**config.mk**
```make
export PLATFORM = sky130hd
export DESIGN_NAME = addr_route_bank
export DESIGN_NICKNAME = d
export VERILOG_FILES = /design/src/rtl/ilv_pkg.sv /design/src/rtl/ilv_dec_slot.sv /design/src/rtl/ilv_first_hit.sv /design/src/rtl/addr_route_bank.sv
export SDC_FILE = /design/constraint.sdc
export NUM_CORES = 2
export LEC_CHECK = 0
export ABC_AREA = 1
export BUFFER_PORTS_ARGS = -buffer_cell sky130_fd_sc_hd__clkbuf_2
export CAP_MARGIN = 20
export CORE_UTILIZATION = 56
export CTS_BUF_LIST = sky130_fd_sc_hd__clkbuf_2 sky130_fd_sc_hd__clkbuf_4 sky130_fd_sc_hd__clkbuf_8
export DETAILED_ROUTE_END_ITERATION = 8
export PLACE_DENSITY = 0.76
export SYNTH_ARGS = -nofsm -noshare
export SYNTH_HDL_FRONTEND = slang
export SYNTH_SLANG_ARGS = --single-unit
```
**constraint.sdc**
```tcl
create_clock -name clk -period 4.84 [get_ports clk]
set_input_delay 0.968 -clock clk [delete_from_list [all_inputs] [get_ports clk]]
set_output_delay 0.968 -clock clk [all_outputs]
set_load 0.005 [all_outputs]
```
**src/rtl/ilv_pkg.sv**
```systemverilog
package ilv_pkg;

    // Configuration field selector
    typedef enum logic [2:0] {
        FLD_BASE   = 3'd0,
        FLD_SIZE   = 3'd1,
        FLD_MODE   = 3'd2,
        FLD_TGT    = 3'd3,
        FLD_COMMIT = 3'd4
    } cfg_fld_e;

    // Smallest granularity is 2^GRAN_LOG_MIN bytes
    localparam int unsigned GRAN_LOG_MIN = 8;

    // Interleave geometry of one decoder (8 bits, MSB first)
    typedef struct packed {
        logic [1:0] up_bits;    // selection bits consumed upstream
        logic [3:0] gran_code;  // granularity = 2^(GRAN_LOG_MIN + code)
        logic [1:0] ways_log;   // log2 of way count
    } mode_t;

    // Bit position of the lowest way-select bit of this level
    function automatic logic [5:0] way_shift(input mode_t m);
        return 6'(GRAN_LOG_MIN) + 6'(m.gran_code) + 6'(m.up_bits);
    endfunction

endpackage

```
**src/rtl/ilv_dec_slot.sv**
```systemverilog
module ilv_dec_slot
    import ilv_pkg::*;
#(
    parameter int ADDR_W   = 48,
    parameter int PORT_W   = 3,
    parameter int NTGT_LOG = 2
) (
    input  logic                          clk,
    input  logic                          rst,
    input  logic                          wr_en,
    input  logic [2:0]                    wr_fld,
    input  logic [ADDR_W-1:0]             wr_data,
    input  logic [ADDR_W-1:0]             req_addr,
    output logic                          hit,
    output logic [PORT_W-1:0]             port
);
    localparam int NTGT   = 1 << NTGT_LOG;
    localparam int TGT_BW = NTGT * PORT_W;
    localparam int MODE_W = $bits(mode_t);

    logic [ADDR_W-1:0] base_q, size_q;
    mode_t             mode_q;
    logic [TGT_BW-1:0] tgts_q;
    logic              commit_q;
    cfg_fld_e          fld;

    assign fld = cfg_fld_e'(wr_fld);

    always_ff @(posedge clk) begin
        if (rst) begin
            base_q   <= '0;
            size_q   <= '0;
            mode_q   <= '0;
            tgts_q   <= '0;
            commit_q <= 1'b0;
        end else if (wr_en) begin
            case (fld)
                FLD_BASE:   if (!commit_q) base_q <= wr_data;
                FLD_SIZE:   if (!commit_q) size_q <= wr_data;
                FLD_MODE:   if (!commit_q) mode_q <= mode_t'(wr_data[MODE_W-1:0]);
                FLD_TGT:    if (!commit_q) tgts_q <= wr_data[TGT_BW-1:0];
                FLD_COMMIT: commit_q <= wr_data[0];
                default:    ;
            endcase
        end
    end

    // Range match
    logic [ADDR_W-1:0] offset;
    logic              in_range;
    assign offset   = req_addr - base_q;
    assign in_range = commit_q && (req_addr >= base_q) && (offset < size_q);

    // Way selection
    logic [NTGT_LOG-1:0] idx_raw, idx_mask, idx;
    logic [1:0]          wlog;
    always_comb begin
        wlog     = (32'(mode_q.ways_log) > NTGT_LOG) ? 2'(NTGT_LOG) : mode_q.ways_log;
        idx_raw  = NTGT_LOG'(req_addr >> way_shift(mode_q));
        idx_mask = NTGT_LOG'((1 << wlog) - 1);
        idx      = idx_raw & idx_mask;
    end

    assign hit  = in_range;
    assign port = tgts_q[idx*PORT_W +: PORT_W];

    // committed geometry is frozen against non-commit writes
    a_r10_locked_geometry: assert property (@(posedge clk) disable iff (rst)
        (wr_en && commit_q && fld != FLD_COMMIT)
        |=> ($stable(base_q) && $stable(size_q) && $stable(mode_q) && $stable(tgts_q)))
        else $error("a_r10_locked_geometry");

endmodule

```
**src/rtl/ilv_first_hit.sv**
```systemverilog
module ilv_first_hit #(
    parameter int N      = 6,
    parameter int PORT_W = 3
) (
    input  logic [N-1:0]        hits,
    input  logic [N*PORT_W-1:0] ports,
    output logic                any_hit,
    output logic [PORT_W-1:0]   sel_port
);
    // Scan downward so the lowest matching index is assigned last and wins
    always_comb begin
        any_hit  = 1'b0;
        sel_port = '0;
        for (int i = N - 1; i >= 0; i--) begin
            if (hits[i]) begin
                any_hit  = 1'b1;
                sel_port = ports[i*PORT_W +: PORT_W];
            end
        end
    end
endmodule

```
**src/rtl/addr_route_bank.sv**
```systemverilog
module addr_route_bank
    import ilv_pkg::*;
#(
    parameter int ADDR_W   = 48,
    parameter int NUM_DEC  = 6,
    parameter int PORT_W   = 3,
    parameter int NTGT_LOG = 2
) (
    input  logic                        clk,
    input  logic                        rst,
    input  logic                        cfg_we,
    input  logic [$clog2(NUM_DEC)-1:0]  cfg_dec,
    input  logic [2:0]                  cfg_field,
    input  logic [ADDR_W-1:0]           cfg_wdata,
    input  logic                        req_valid,
    input  logic [ADDR_W-1:0]           req_addr,
    output logic                        rsp_valid,
    output logic                        rsp_hit,
    output logic                        rsp_miss,
    output logic [PORT_W-1:0]           rsp_port
);
    localparam int DEC_W = $clog2(NUM_DEC);

    logic [NUM_DEC-1:0]        hit_v;
    logic [NUM_DEC*PORT_W-1:0] port_v;
    logic                      any_hit;
    logic [PORT_W-1:0]         pick;

    for (genvar i = 0; i < NUM_DEC; i++) begin : g_dec
        ilv_dec_slot #(
            .ADDR_W  (ADDR_W),
            .PORT_W  (PORT_W),
            .NTGT_LOG(NTGT_LOG)
        ) u_slot (
            .clk     (clk),
            .rst     (rst),
            .wr_en   (cfg_we && (cfg_dec == DEC_W'(i))),
            .wr_fld  (cfg_field),
            .wr_data (cfg_wdata),
            .req_addr(req_addr),
            .hit     (hit_v[i]),
            .port    (port_v[i*PORT_W +: PORT_W])
        );
    end

    ilv_first_hit #(.N(NUM_DEC), .PORT_W(PORT_W)) u_pick (
        .hits    (hit_v),
        .ports   (port_v),
        .any_hit (any_hit),
        .sel_port(pick)
    );

    always_ff @(posedge clk) begin
        if (rst) begin
            rsp_valid <= 1'b0;
            rsp_hit   <= 1'b0;
            rsp_miss  <= 1'b0;
            rsp_port  <= '0;
        end else begin
            rsp_valid <= req_valid;
            rsp_hit   <= req_valid && any_hit;
            rsp_miss  <= req_valid && !any_hit;
            rsp_port  <= (req_valid && any_hit) ? pick : '0;
        end
    end

    // one-cycle answer, silence after idle, exclusive flags
    a_r11_answer_next: assert property (@(posedge clk) disable iff (rst)
        req_valid |=> rsp_valid) else $error("a_r11_answer_next");
    a_r11_quiet_idle: assert property (@(posedge clk) disable iff (rst)
        !req_valid |=> (!rsp_valid && !rsp_hit && !rsp_miss)) else $error("a_r11_quiet_idle");
    a_r11_one_flag: assert property (@(posedge clk) disable iff (rst)
        rsp_valid |-> (rsp_hit != rsp_miss)) else $error("a_r11_one_flag");
    // a miss carries port 0
    a_r9_miss_port_zero: assert property (@(posedge clk) disable iff (rst)
        rsp_miss |-> (rsp_port == '0)) else $error("a_r9_miss_port_zero");

endmodule

```
Word level (Yosys, flattened, before mapping)
Cells that the tools add are included.
{"block": "op_classes", "n_addsub": 24, "multipliers": 6, "muxes": 18, "shifts": 18, "n_bitwise": 13, "n_div": 0, "order_cmp": 18, "eq_ne": 9, "n_reduce_logical": 54}
{"cell": "48-bit >= comparator", "n": 6}
{"cell": "48-bit < comparator", "n": 6}
{"cell": "48-bit by 6-bit >> shifter with 2-bit output", "n": 6}
{"cell": "48-bit subtractor", "n": 6}
{"cell": "3-bit AND reduction", "n": 24}
{"cell": "12-bit by 5-bit indexed part select with 3-bit output", "n": 6}
{"cell": "6-bit by 2-bit adder with 6-bit output", "n": 6}
{"cell": "4-bit by 4-bit adder with 5-bit output (first input constant)", "n": 6}
{"cell": "2-bit by 2-bit multiplier with 4-bit output (second input constant)", "n": 6}
{"cell": "1-bit logical AND", "n": 20}
{"cell": "3-bit two-way mux", "n": 6}
{"cell": "2-bit bitwise AND", "n": 6}
{"cell": "3-bit by 2-bit == test with 1-bit output (second input constant)", "n": 4}
{"cell": "2-bit greater-than comparator (second input constant)", "n": 6}
{"cell": "2-bit two-way mux", "n": 6}
{"cell": "2-bit AND reduction", "n": 6}
{"cell": "1-bit by 2-bit << shifter with 2-bit output (first input constant)", "n": 6}
{"cell": "2-bit subtractor (second input constant)", "n": 6}
{"cell": "3-bit == test (second input constant)", "n": 3}
{"cell": "1-bit inverter", "n": 7}
{"cell": "3-bit by 1-bit == test with 1-bit output (second input constant)", "n": 2}
{"cell": "3-bit zero test", "n": 2}
{"cell": "1-bit two-way mux", "n": 6}
{"cell": "2-bit OR reduction", "n": 1}
{"cell": "1-bit zero test", "n": 1}
{"block": "word_totals", "output_inout_bits": 6, "register_bits": 708, "ramBits": 0, "n_memories": 0, "latch_bits": 0, "rom_bits": 0}

Logic depth before layout (Yosys ltp)
{"block": "logic_depth", "depth_word": 13, "ltp_mapped": 35}

Modules after synthesis
From an unflattened synthesis, not the netlist that was laid out.
{"block": "unflattened", "cells_unflattened": 9115, "hier_area_um2": 59604.7}
{"mod": "ilv_dec_slot at g_dec[0].u_slot ...", "area_per_inst_um2": 9898.2, "cells_each": 1506, "n_inst": 4}
{"mod": "ilv_dec_slot at g_dec[1].u_slot", "area_per_inst_um2": 9923.3, "cells_each": 1533, "n_inst": 1}
{"mod": "ilv_dec_slot at g_dec[5].u_slot", "area_per_inst_um2": 9671.8, "cells_each": 1484, "n_inst": 1}
{"mod": "addr_route_bank", "area_per_inst_um2": 226.5, "cells_each": 32, "n_inst": 1}
{"mod": "ilv_first_hit", "area_per_inst_um2": 190.2, "cells_each": 42, "n_inst": 1}

Least setup slack after synthesis
OpenSTA, ideal clock, no wires.
{"block": "synth_path", "path_kind": "input port to flip-flop", "startpoint": "input req_addr[0]", "endpoint": "register rsp_port[0]", "path_stages": 27, "arrival_time_ps": 4465, "n_path_buf": 0, "path_slack_ps": 262, "cell_sequence": "inv_1 -> ha_1 -> inv_1 -> fa_1 -> nand3_1 -> nand2_2 -> a21oi_2 -> o21ai_1 -> a21oi_1 -> o21bai_2 -> a21boi_2 -> o21ai_1 -> nand2_1 -> nand2_1 -> nand2_1 -> nand2_1 -> ha_1 -> nand2_1 -> nor4_1 -> nor3b_1 -> nand2_1 -> nand3_1 -> nor2_4 -> nor2_2 -> nand3_2 -> nand3_1 -> a21oi_2"}
{"block": "synth_between", "elab_chain_cells": 12, "elab_cells_between_ends": 69}
{"element": "from (decl)", "line_no": "addr_route_bank.sv:16", "source": "input logic [ADDR_W-1:0] req_addr,"}
{"element": "48-bit subtractor or 48-bit >= comparator (tied branches)", "line_no": "ilv_dec_slot.sv:51, ilv_dec_slot.sv:52"}
{"element": "48-bit < comparator or 1-bit logical AND (tied branches)", "line_no": "ilv_dec_slot.sv:52", "source": "assign in_range = commit_q && (req_addr >= base_q) && (offset < size_q);"}
{"element": "1-bit logical AND", "line_no": "ilv_dec_slot.sv:52"}
{"element": "1-bit two-way mux (6 in series)", "line_no": "ilv_first_hit.sv:15", "source": "if (hits[i]) begin"}
{"element": "1-bit logical AND", "line_no": "addr_route_bank.sv:63", "source": "rsp_port <= (req_valid && any_hit) ? pick : '0;"}
{"element": "1-bit inverter (no line)"}
{"element": "2-bit OR reduction (no line)"}
{"element": "to (signal assigned)", "line_no": "addr_route_bank.sv:63"}
{"element": "to (decl)", "line_no": "addr_route_bank.sv:20", "source": "output logic [PORT_W-1:0] rsp_port"}
Parallel ways exist; a longest one is shown, timed or not.
A chain may end at the register's enable or synchronous reset.

Final worst setup path
{"block": "layout_path", "startpoint": "input req_addr[29]", "endpoint": "register rsp_port[0]"}
Same word-level chain as after synthesis.

==> reports/metrics.csv <==
metric;value;unit
post-DR wirelength/cell;19.8;um
most frequent cells in the layout;a21oi_1 (1303), inv_1 (1124), buf_4 (1118);
ys flop type;dfxtp_1;
CTS tree;built;
Final Util;0.707;
cell area after layout;67100;um^2
Max IR drop VDD;0.261;mV
M1 WL;81200;um
Hold Fails Final Rpt;0;
placed insts;10074;
Post-Layout Cell Count;10321;
CP required;5620;ps
Yosys reg bits;708;
status;finished, violations left;
pwr dens;253;nW/um^2
DIE HEIGHT;311;um
Fin Hold WS;376;ps
Buffers on Ports;111;
Slew headroom;0.244;
cell taking the most area after synthesis;dfxtp_1;
setup ws final;-26.7;ps
Max Cap Violations;0;
RSZ-0062 raised after global routing;true;
via-per-instance ratio;5.75;
CP max FO;14;
Setup crit end kind;flip-flop;
metal2 WL;89300;um
share of cells above drive strength 1;0.199;
Layout area overhead;25.1;%
Final Critical Period;4870;ps
pin count of the biggest net entering global routing;142;
DR pass1 iterations;7;
Yosys top cell area share;0.264;
DR DRC count;0;
Critical Path Start Type;primary input;
Clk Latency, worst-skew pair;880;ps
failing checks;setup timing;
Post-CTS Hold Fix Bufs;0;
Synth warnings;0;
Sink Count;708;
Slew Viols, Final;0;
final antenna-violating net count;0;
Mean Syn Cell Area;6.80;um^2
critical path type;in -> reg;
Initial Util;0.565;
routed length on met3;21200;um
Slew @ Worst Pin;1130;ps
Core ar.;94900;um^2
Net Count, Synth;8589;
DP Area;63500;um^2
vias after detailed routing;59348;
Setup violations, final;3;
Seq/Total Area, Yosys;0.264;
CTS Root Cell;clkbuf_8;
Final Cycle Share;1.01;
clock skew;39.8;ps
H-tree lvl count;4;
Tot GR Track Use;0.407;
Synth Cell Area;53600;um^2
Max Freq;205;MHz
EDFF count, synth;0;
num rows;113;
most common cell after layout, fill and taps aside;a21oi_1;
GP Congestion;1.04;
Top Layer Used;met5;
Cell variety after synth;65;
Layout Nets;9650;
DR iter-0 viols;5902;
initial antenna violation count;4;
Post-Synthesis Cells;7889;
leakage power total;29.4;nW
Die Wd;311;um
DP HPWL;156000;um
Die ar.;97000;um^2
final wirelength;204000;um
Clock Path Buffers;3;
HP Class;in -> reg;
synth top area cells;dfxtp_1 (26%), ha_1 (14%), a21oi_1 (12%);
first-pass GRT wire length;308000;um
pre-CTS WS;-1010;ps
ys async rst share;0;
crit path DAT;5650;ps
vias in the first global route;56267;
grt total ovfl;0;
Num CTS Buffers;130;
IO Count;112;
Reg clk slew, reported paths;60;ps
==> kinds of logic after synthesis <==
family                   share of synthesized area
AO/OA/AOI/OAI                                0.269
XOR/XNOR                                    0.0452
adder cells (fa/ha/maj)                      0.140
buffers and inverters                        0.110
flip-flops                                   0.264
AND/OR/NAND/NOR                              0.171
==> state kept, by name, summed over array words and instances, names as in the netlist <==
| register | cells |
|---|---|
| g_dec.u_slot.base_q | 288 |
| g_dec.u_slot.commit_q | 6 |
| g_dec.u_slot.mode_q | 48 |
| g_dec.u_slot.size_q | 288 |
| g_dec.u_slot.tgts_q | 72 |
| rsp_hit | 1 |
| rsp_miss | 1 |
| rsp_port | 3 |
| rsp_valid | 1 |
==> metal layers <==
metal | track usage | vias to the layer above
met3 | 0.0883 | 633
met2 | 0.648 | 2591
li1 | - | 28672
met5 | 0 | -
met4 | 0.225 | 6
met1 | 0.510 | 27446
==> synthesized netlist by cell type, drive strengths merged (74+ instances only) <==
cell type,count
o21ai,1110
dfxtp,708
clkbuf,257
a21oi,1343
xor2,189
nand2,1058
xnor2,86
buf,87
ha,582
nand4,74
nand3,353
nor2,495
inv,1162
==> final cells by class <==
type	count	area, um^2
Multi-Input combinational cell	5668	34000
Fill cell	8142	27800
Sequential cell	708	14200
Timing Repair Buffer	1273	9810
Inverter	1169	4410
Clock buffer	183	2360
Tap cell	1265	1580
Clock inverter	53	734
Antenna cell	2	5.00
==> power by group <==
group / internal (mW) / switching, mW
Sequential: 5.87 / 0.0225
Combinational: 1.75 / 2.45
Clock: 4.01 / 2.88
==> repair_timing <==
action,in CTS,in global routing
endpoints found under the setup margin,4,5
setup buffers,0,3
gates resized for setup,4,102
pin swaps,0,15
==> through the flow <==
stage / power, mW / TNS, ps
floorplan: 8.19 / 0
global placement: 9.96 / -4430
detailed placement: 10.0 / -4820
CTS: 16.9 / 0
global route: 17.6 / -40.7
finish: 17.0 / -70.7
==> critical path, cell delays in order <==
cell and delay [ps]:
buf_2 310, buf_4 400, ha_1 350, nand2_1 90, nand2_1 70, nand3_1 70, nand2_1 70, a21o_1 170
a31oi_1 290, nand3_1 340, a21o_1 280, a21oi_1 210, xnor2_1 160, ha_1 250, nand3_1 170, a21oi_1 60
nand3b_1 190, a21oi_2 210, nand3_2 160, buf_12 160, nor2_4 170, nand2_1 110, nand2_1 80, nand2_1 60
nand2_2 50, nand2_2 60, a21oi_2 110
==> worst paths after layout <==
| path | startpoint | end | slack (ps) | cells after the start |
|---|---|---|---|---|
| setup / recovery | req_addr[29] | rsp_port[0] | -30 | 27 |
| hold / removal | req_valid | rsp_hit | 380 | 3 |
| setup reg to reg | g_dec[1].u_slot.base_q[2] | rsp_port[1] | 170 | 27 |
| hold reg to reg | g_dec[5].u_slot.commit_q | g_dec[5].u_slot.commit_q | 530 | 2 |
(Power assumes the default switching activity.)
